[config.mk]
export PLATFORM = sky130hd
export DESIGN_NAME = ibus_reg_seq
export DESIGN_NICKNAME = d
export VERILOG_FILES = /design/src/rtl/ibus_reg_seq.sv
export SDC_FILE = /design/constraint.sdc
export NUM_CORES = 1
export LEC_CHECK = 0
export ABC_CLOCK_PERIOD_IN_PS = 1860
export BUFFER_PORTS_ARGS = -buffer_cell sky130_fd_sc_hd__buf_2
export CORE_MARGIN = 4
export CORE_UTILIZATION = 35
export CTS_BUF_LIST = sky130_fd_sc_hd__clkbuf_2
export DETAILED_ROUTE_END_ITERATION = 8
export GPL_TIMING_DRIVEN = 0
export PLACE_DENSITY = 0.66
export SLEW_MARGIN = 0
export SYNTH_ARGS = -nofsm -noshare
export SYNTH_HDL_FRONTEND = slang
export SYNTH_SLANG_ARGS = --single-unit
export TNS_END_PERCENT = 100
[constraint.sdc]
create_clock -name clk -period 1.86 [get_ports clk]
set_input_delay 0.465 -clock clk [delete_from_list [all_inputs] [get_ports clk]]
set_output_delay 0.465 -clock clk [all_outputs]
set_load 0.1 [all_outputs]
[src/rtl/ibus_reg_seq.sv]
module ibus_reg_seq #(
  parameter int STROBE_CYC  = 2,
  parameter int RECOVER_CYC = 1
) (
  input  logic        clk,
  input  logic        rst_n,
  input  logic        req_valid,
  input  logic        req_write,
  input  logic        req_check,
  input  logic [15:0] req_addr,
  input  logic [15:0] req_wdata,
  output logic        busy,
  output logic        done,
  output logic [15:0] rdata,
  output logic        check_ok,
  output logic [3:0]  dev_addr,
  output logic [7:0]  dev_dout,
  input  logic [7:0]  dev_din,
  output logic        dev_doe,
  output logic        dev_aen,
  output logic        dev_ior,
  output logic        dev_iow
);

  localparam int CNT_MAX = (STROBE_CYC > RECOVER_CYC) ? STROBE_CYC : RECOVER_CYC;
  localparam int CW = (CNT_MAX < 2) ? 1 : $clog2(CNT_MAX);
  localparam logic [3:0] PTR_LO = 4'hA;

  typedef enum logic [2:0] {PH_IDLE, PH_SETUP, PH_STROBE, PH_HOLD, PH_GAP} phase_t;

  phase_t      phase;
  logic [1:0]  idx;
  logic [CW-1:0] cnt;
  logic        op_check, op_write, done_q;
  logic [15:0] addr_q, wdata_q, rdata_q;
  logic [7:0]  byte_out;

  wire last_byte = op_check ? (idx == 2'd1) : (idx == 2'd3);
  wire byte_wr   = !op_check && (op_write || !idx[1]);
  wire on_bus    = (phase == PH_SETUP) || (phase == PH_STROBE) || (phase == PH_HOLD);

  always_comb begin
    case (idx)
      2'd0:    byte_out = addr_q[7:0];
      2'd1:    byte_out = addr_q[15:8];
      2'd2:    byte_out = wdata_q[7:0];
      default: byte_out = wdata_q[15:8];
    endcase
  end

  always_ff @(posedge clk) begin
    if (!rst_n) begin
      phase    <= PH_IDLE;
      idx      <= 2'd0;
      cnt      <= '0;
      op_check <= 1'b0;
      op_write <= 1'b0;
      addr_q   <= '0;
      wdata_q  <= '0;
      rdata_q  <= '0;
      done_q   <= 1'b0;
    end else begin
      done_q <= 1'b0;
      case (phase)
        PH_IDLE: if (req_valid) begin
          op_check <= req_check;
          op_write <= req_write & ~req_check;
          addr_q   <= req_addr;
          wdata_q  <= req_wdata;
          idx      <= 2'd0;
          cnt      <= '0;
          phase    <= PH_SETUP;
        end
        PH_SETUP: phase <= PH_STROBE;
        PH_STROBE: begin
          if (cnt == CW'(STROBE_CYC - 1)) begin
            cnt   <= '0;
            phase <= PH_HOLD;
            if (!byte_wr) begin
              if (idx[0]) rdata_q[15:8] <= dev_din;
              else        rdata_q[7:0]  <= dev_din;
            end
          end else begin
            cnt <= cnt + 1'b1;
          end
        end
        PH_HOLD: phase <= PH_GAP;
        default: begin
          if (cnt == CW'(RECOVER_CYC - 1)) begin
            cnt <= '0;
            if (last_byte) begin
              phase  <= PH_IDLE;
              done_q <= 1'b1;
            end else begin
              idx   <= idx + 2'd1;
              phase <= PH_SETUP;
            end
          end else begin
            cnt <= cnt + 1'b1;
          end
        end
      endcase
    end
  end

  assign busy     = (phase != PH_IDLE);
  assign done     = done_q;
  assign rdata    = rdata_q;
  assign check_ok = op_check && (rdata_q[15:12] == 4'h3);
  assign dev_addr = PTR_LO + {2'b00, idx};
  assign dev_aen  = on_bus;
  assign dev_doe  = on_bus && byte_wr;
  assign dev_dout = dev_doe ? byte_out : 8'h00;
  assign dev_ior  = (phase == PH_STROBE) && !byte_wr;
  assign dev_iow  = (phase == PH_STROBE) && byte_wr;

endmodule

* After elaboration in Yosys (flattened, before gate mapping)
Index checks and enable logic that the tools add are counted.
** Operators by class
- $add $sub $neg :: 3
- $mul :: 0
- Divide/modulo/power cells :: 0
- Magnitude comparators :: 0
- Equality and inequality tests :: 12
- Shifts and indexed selects :: 0
- Mux-type cells :: 17
- Bitwise operators :: 7
- Reductions and logical operators :: 23
** Operators with widths (count)
- one-hot mux 8 bit (3 select lines) :: 1
- one-hot mux 3 bit (4 select lines) :: 1
- AND reduction 4 bit :: 3
- two-way mux 3 bit :: 3
- two-way mux 8 bit :: 1
- equality test 3 x 2 -> 1 bit (second input constant) :: 2
- two-way mux 1 bit :: 6
- two-way mux 2 bit :: 3
- inverter 1 bit :: 6
- OR reduction 6 bit :: 1
- logical AND 1 bit :: 5
- != test 5 x 1 -> 1 bit (second input constant) :: 1
- adder 4 x 2 -> 4 bit (first input constant) :: 1
- equality test 2 bit (second input constant) :: 2
- equality test 4 x 2 -> 1 bit (second input constant) :: 1
- != test 2 x 1 -> 1 bit (second input constant) :: 2
- != test 2 bit (second input constant) :: 2
- one-hot mux 2 bit (2 select lines) :: 1
- AND reduction 2 bit :: 2
- equality test 3 x 1 -> 1 bit (second input constant) :: 1
- zero test 1 bit :: 3
- zero test 3 bit :: 1
- logical OR 1 bit :: 3
- one-hot mux 1 bit (3 select lines) :: 1
- other kinds (9) :: 9
** Word-level totals
- Register bits :: 57
- Latch bits :: 0
- Memory bits (writable) :: 0
- Memory bits (read-only) :: 0
- Bits of input ports :: 45
- Output and inout port bits :: 35
- Word-level logic and storage cells :: 72
- Memories :: 0

* Logic depth before layout (Yosys ltp)
- Depth after elaboration :: 5
- Gate-level depth with buffers :: 6
- Mapped depth without buffers :: 5

* Worst setup path before layout
Ideal clock, no wire load.
- Path kind :: register -> output
- Start point :: register idx[1]
- End point :: output port dev_dout[4]
- Data arrival time :: 3557 ps
- Required time :: 1395 ps
- Slack :: -2162 ps
- Cell stages (with the launch flop) :: 7
- Buffers on the path :: 1
- Path through :: dfxtp_1 -> inv_1 -> ha_1 -> clkbuf_1 -> a222oi_1 -> o21a_1 -> nor2_1
** Between the ends
- Longest elaborated chain between the ends :: 5
- Elaborated cells between the ends (all ways) :: 9
- Classes of those cells :: 2 x eq/ne; 2 x mux; 5 x reduce/logical
** RTL lines
- start, declared :: RTL line 32 : logic [1:0] idx;
- start signal, assigned :: RTL line 95 : idx <= idx + 2'd1;
- branches (longest 4 deep; another with one-hot mux 8 bit (3 select lines))
- two-way mux 8 bit * :: RTL line 113 : assign dev_dout = dev_doe ? byte_out : 8'h00;
- end, declared :: RTL line 17 : output logic [7:0] dev_dout,
Every way passes the cells marked *.

* Worst setup path in the final report
- Start point :: register idx[1]
- End point :: output port dev_dout[6]
Same word-level chain as after synthesis.

==> impl_metrics.ini <==
[logic_synthesis]
syn-num-nets = 356
synthTopCellsByArea = dfxtp_1, nand2_1, a21oi_1
synthFlopType = dfxtp_1
netlist_instances = 306
synth_top_cell_by_area = dfxtp_1
synth_edf_count = 0
yosys-top-cells-count = nand2_1, dfxtp_1, a21oi_1
synth-seq-cells = 57
ys_seq_area_share_pct = 44.14
synthesis.area_um2 = 2585
synth_top_area_share_pct = 44.14
ys_async_sr_fraction_pct = 0
synth.most_common_cell = nand2_1
avgSynthCellArea_um2 = 8.448
synth_cell_types = 39
yosysWarningCount = 0

[drt]
via_per_inst = 4.802
final_antenna_net_count = 0
met1_length_um = 3202
finalWirelength_um = 7328
dr_wl_met2_um = 3494
wl_met3_um = 571
drt_first_pass_iters = 6
drt-initial-drc-count = 120
wl_per_cell_um = 14.37
routed-via-count = 2449
dr.max_layer_used = met4
drc_errors = 0

[critical_path]
worstPathRequired_ns = 1.39
endpoint_kind = output pin
reg2reg_depth = 9
cp.arrival_ns = 2.03
crit_fanout = 9
critPathLaunchType = flop
worst-setup-path-type = flop to output pin

[placement]
place_inst = 483
io_buffers = 78
gp_congestion = 0.7861
post-place-ws_ns = -0.6492
hpwl_um = 5211

[run]
maxCapViolations = 0

[outcome]
violations = negative setup slack
status = finished with violations

[clocking]
cts_buffers = 9
cts-root-buf = clkbuf_2
cts_htree_levels = 3
cts_tree = built
cts.clk_slew.worst_paths_ns = 0.18
cts_buffer_depth = 2
clk-insertion-delay-late_ns = 0.48
cts.sinks = 57

[power_and_ir_drop]
ir_drop_mv = 0.3323
internal_power_uw = 1880
p_per_area_nw_per_um2 = 746.6
pwr-share-seq_pct = 46.9
switching_share_pct = 32.84
combPwrFrac_pct = 25.4
p_sw_uw = 919.5
power_uw = 2800
leakage_uw = 0.001639
p_clk_share_pct = 27.7

[grt]
track_usage_pct = 16.72
grt_max_degree = 11
antenna_found_initial = 0
grt_first_pass_wirelength_um = 11360
grt-ovfl-total = 0
grt_pass1_vias = 2344

[sta]
max_slew_margin_pct = 62.17
whs_ns = 0.1990
fin_ws_ns = -0.6344
rsz0062_at_grt = true
timing.final.crit_share_pct = 134.1
max_freq_ghz = 0.4009
skew_ns = 0.03381
finalSetupTns_ns = -6.516
period_needed_ns = 2.494
setup_viol_count_final = 13
maxSlewViolCount = 0
tightest_slew_ns = 0.5650
final_hold_viol_count = 0

[cells_and_area]
nets = 456
drive_above_1_share_pct = 38.93
num_antenna_cells = 0
seq_area_um2 = 1159
area_growth_pct = 45.06
multiInputGateArea_um2 = 1399
nFillCells = 706
final_cells = 510

[die]
ioPinCount = 80
std_cell_rows = 31
dieArea_um2 = 8825
die_w_um = 93.94
core_um2 = 7214
initial_core_util_pct = 35.83
die_h_um = 93.94

[worst_hold_path]
hold_path.class = input pin to flop
holdPathStages = 3
[flip-flops by register name, indices dropped and copies added (netlist names)]
register / cells
op_write: 1
phase: 3
addr_q: 16
wdata_q: 16
cnt: 1
rdata: 16
done: 1
op_check: 1
idx: 2
[worst max-delay path, stage by stage (launching register included)]
cell and delay, ns:
dfxtp_4 0.42, clkinvlp_4 0.13, ha_4 0.22, a222oi_1 0.39
o21a_1 0.21, nor2_4 0.05, buf_12 0.16
[per-stage QoR]
| step | util, % | area (um^2) |
|---|---|---|
| after floorplan | - | 2718 |
| after CTS | 50.33 | 3631 |
| after global routing | 51.98 | 3750 |
| after detailed placement | 44.80 | 3232 |
| after global placement | 44.80 | 3232 |
| final | 51.98 | 3750 |
[power groups by stage]
stage | clock (uW) | combinational (uW) | sequential (uW)
after detailed placement | 0 | 578 | 1340
final | 775 | 711 | 1310
after floorplan | 0 | 444 | 1330
after global routing | 860 | 759 | 1320
after CTS | 803 | 677 | 1310
after global placement | 0 | 571 | 1340
[metal layers]
metal / global-route usage [%] / vias to the layer above
li1: - / 1235
met1: 21.29 / 1122
met2: 26.97 / 86
met3: 6.010 / 6
met4: 3.971 / 0
met5: 0 / -
[logic make-up (layout without fill, tap and decap cells)]
| group | count (synthesis) | count (layout) | share of synthesized area, % |
|---|---|---|---|
| other | 1 | 1 | 0.1451 |
| AO/OA/AOI/OAI | 63 | 63 | 16.70 |
| buffers and inverters | 30 | 135 | 7.115 |
| multiplexers | 18 | 18 | 7.067 |
| AND/OR/NAND/NOR | 132 | 132 | 22.41 |
| adder cells (fa/ha/maj) | 5 | 5 | 2.420 |
| flip-flops | 57 | 57 | 44.14 |
[final timing paths]
| kind | from | to | slack, ns |
|---|---|---|---|
| max reg2reg | phase[0] | rdata[5] | 0.05 |
| max | idx[1] | dev_dout[6] | -0.63 |
| min reg2reg | wdata_q[11] | wdata_q[11] | 0.47 |
| min | req_addr[14] | addr_q[14] | 0.20 |
[layout make-up]
cell class | instances | share of cell area, %
buffer | 21 | 4.571
clock buffer | 10 | 1.335
clock inverter | 6 | 1.535
inverter | 4 | 0.5005
multi-input combinational | 219 | 37.30
sequential | 57 | 30.90
tap | 99 | 3.303
timing repair buffer | 94 | 20.55
[what timing repair did]
item | CTS | global route
setup buffers | 7 | 10
hold buffers | 0 | 0
setup endpoints to repair | 16 | 15
resized for setup | 74 | 18
pin swaps | 8 | 6
[placed cells by master (no fill, tap or decap), types with 2 or more instances in the layout]
master | synthesis | layout
buf_6 | 8 | 17
clkinvlp_4 | 0 | 2
nor3b_4 | 1 | 2
o21a_1 | 9 | 8
nor2_1 | 13 | 3
nor3b_1 | 3 | 2
a21oi_1 | 37 | 37
buf_4 | 2 | 12
clkbuf_2 | 0 | 11
nand2_1 | 103 | 103
a222oi_1 | 8 | 8
nor2_4 | 0 | 10
buf_12 | 0 | 16
dfxtp_4 | 0 | 2
dfxtp_2 | 0 | 8
clkinv_2 | 0 | 2
clkbuf_1 | 11 | 8
o2111ai_4 | 2 | 2
buf_2 | 3 | 61
dfxtp_1 | 57 | 47
ha_4 | 0 | 2
ha_1 | 5 | 2
mux2i_1 | 16 | 16
inv_2 | 2 | 2
Power figures use the tool's default switching activity.
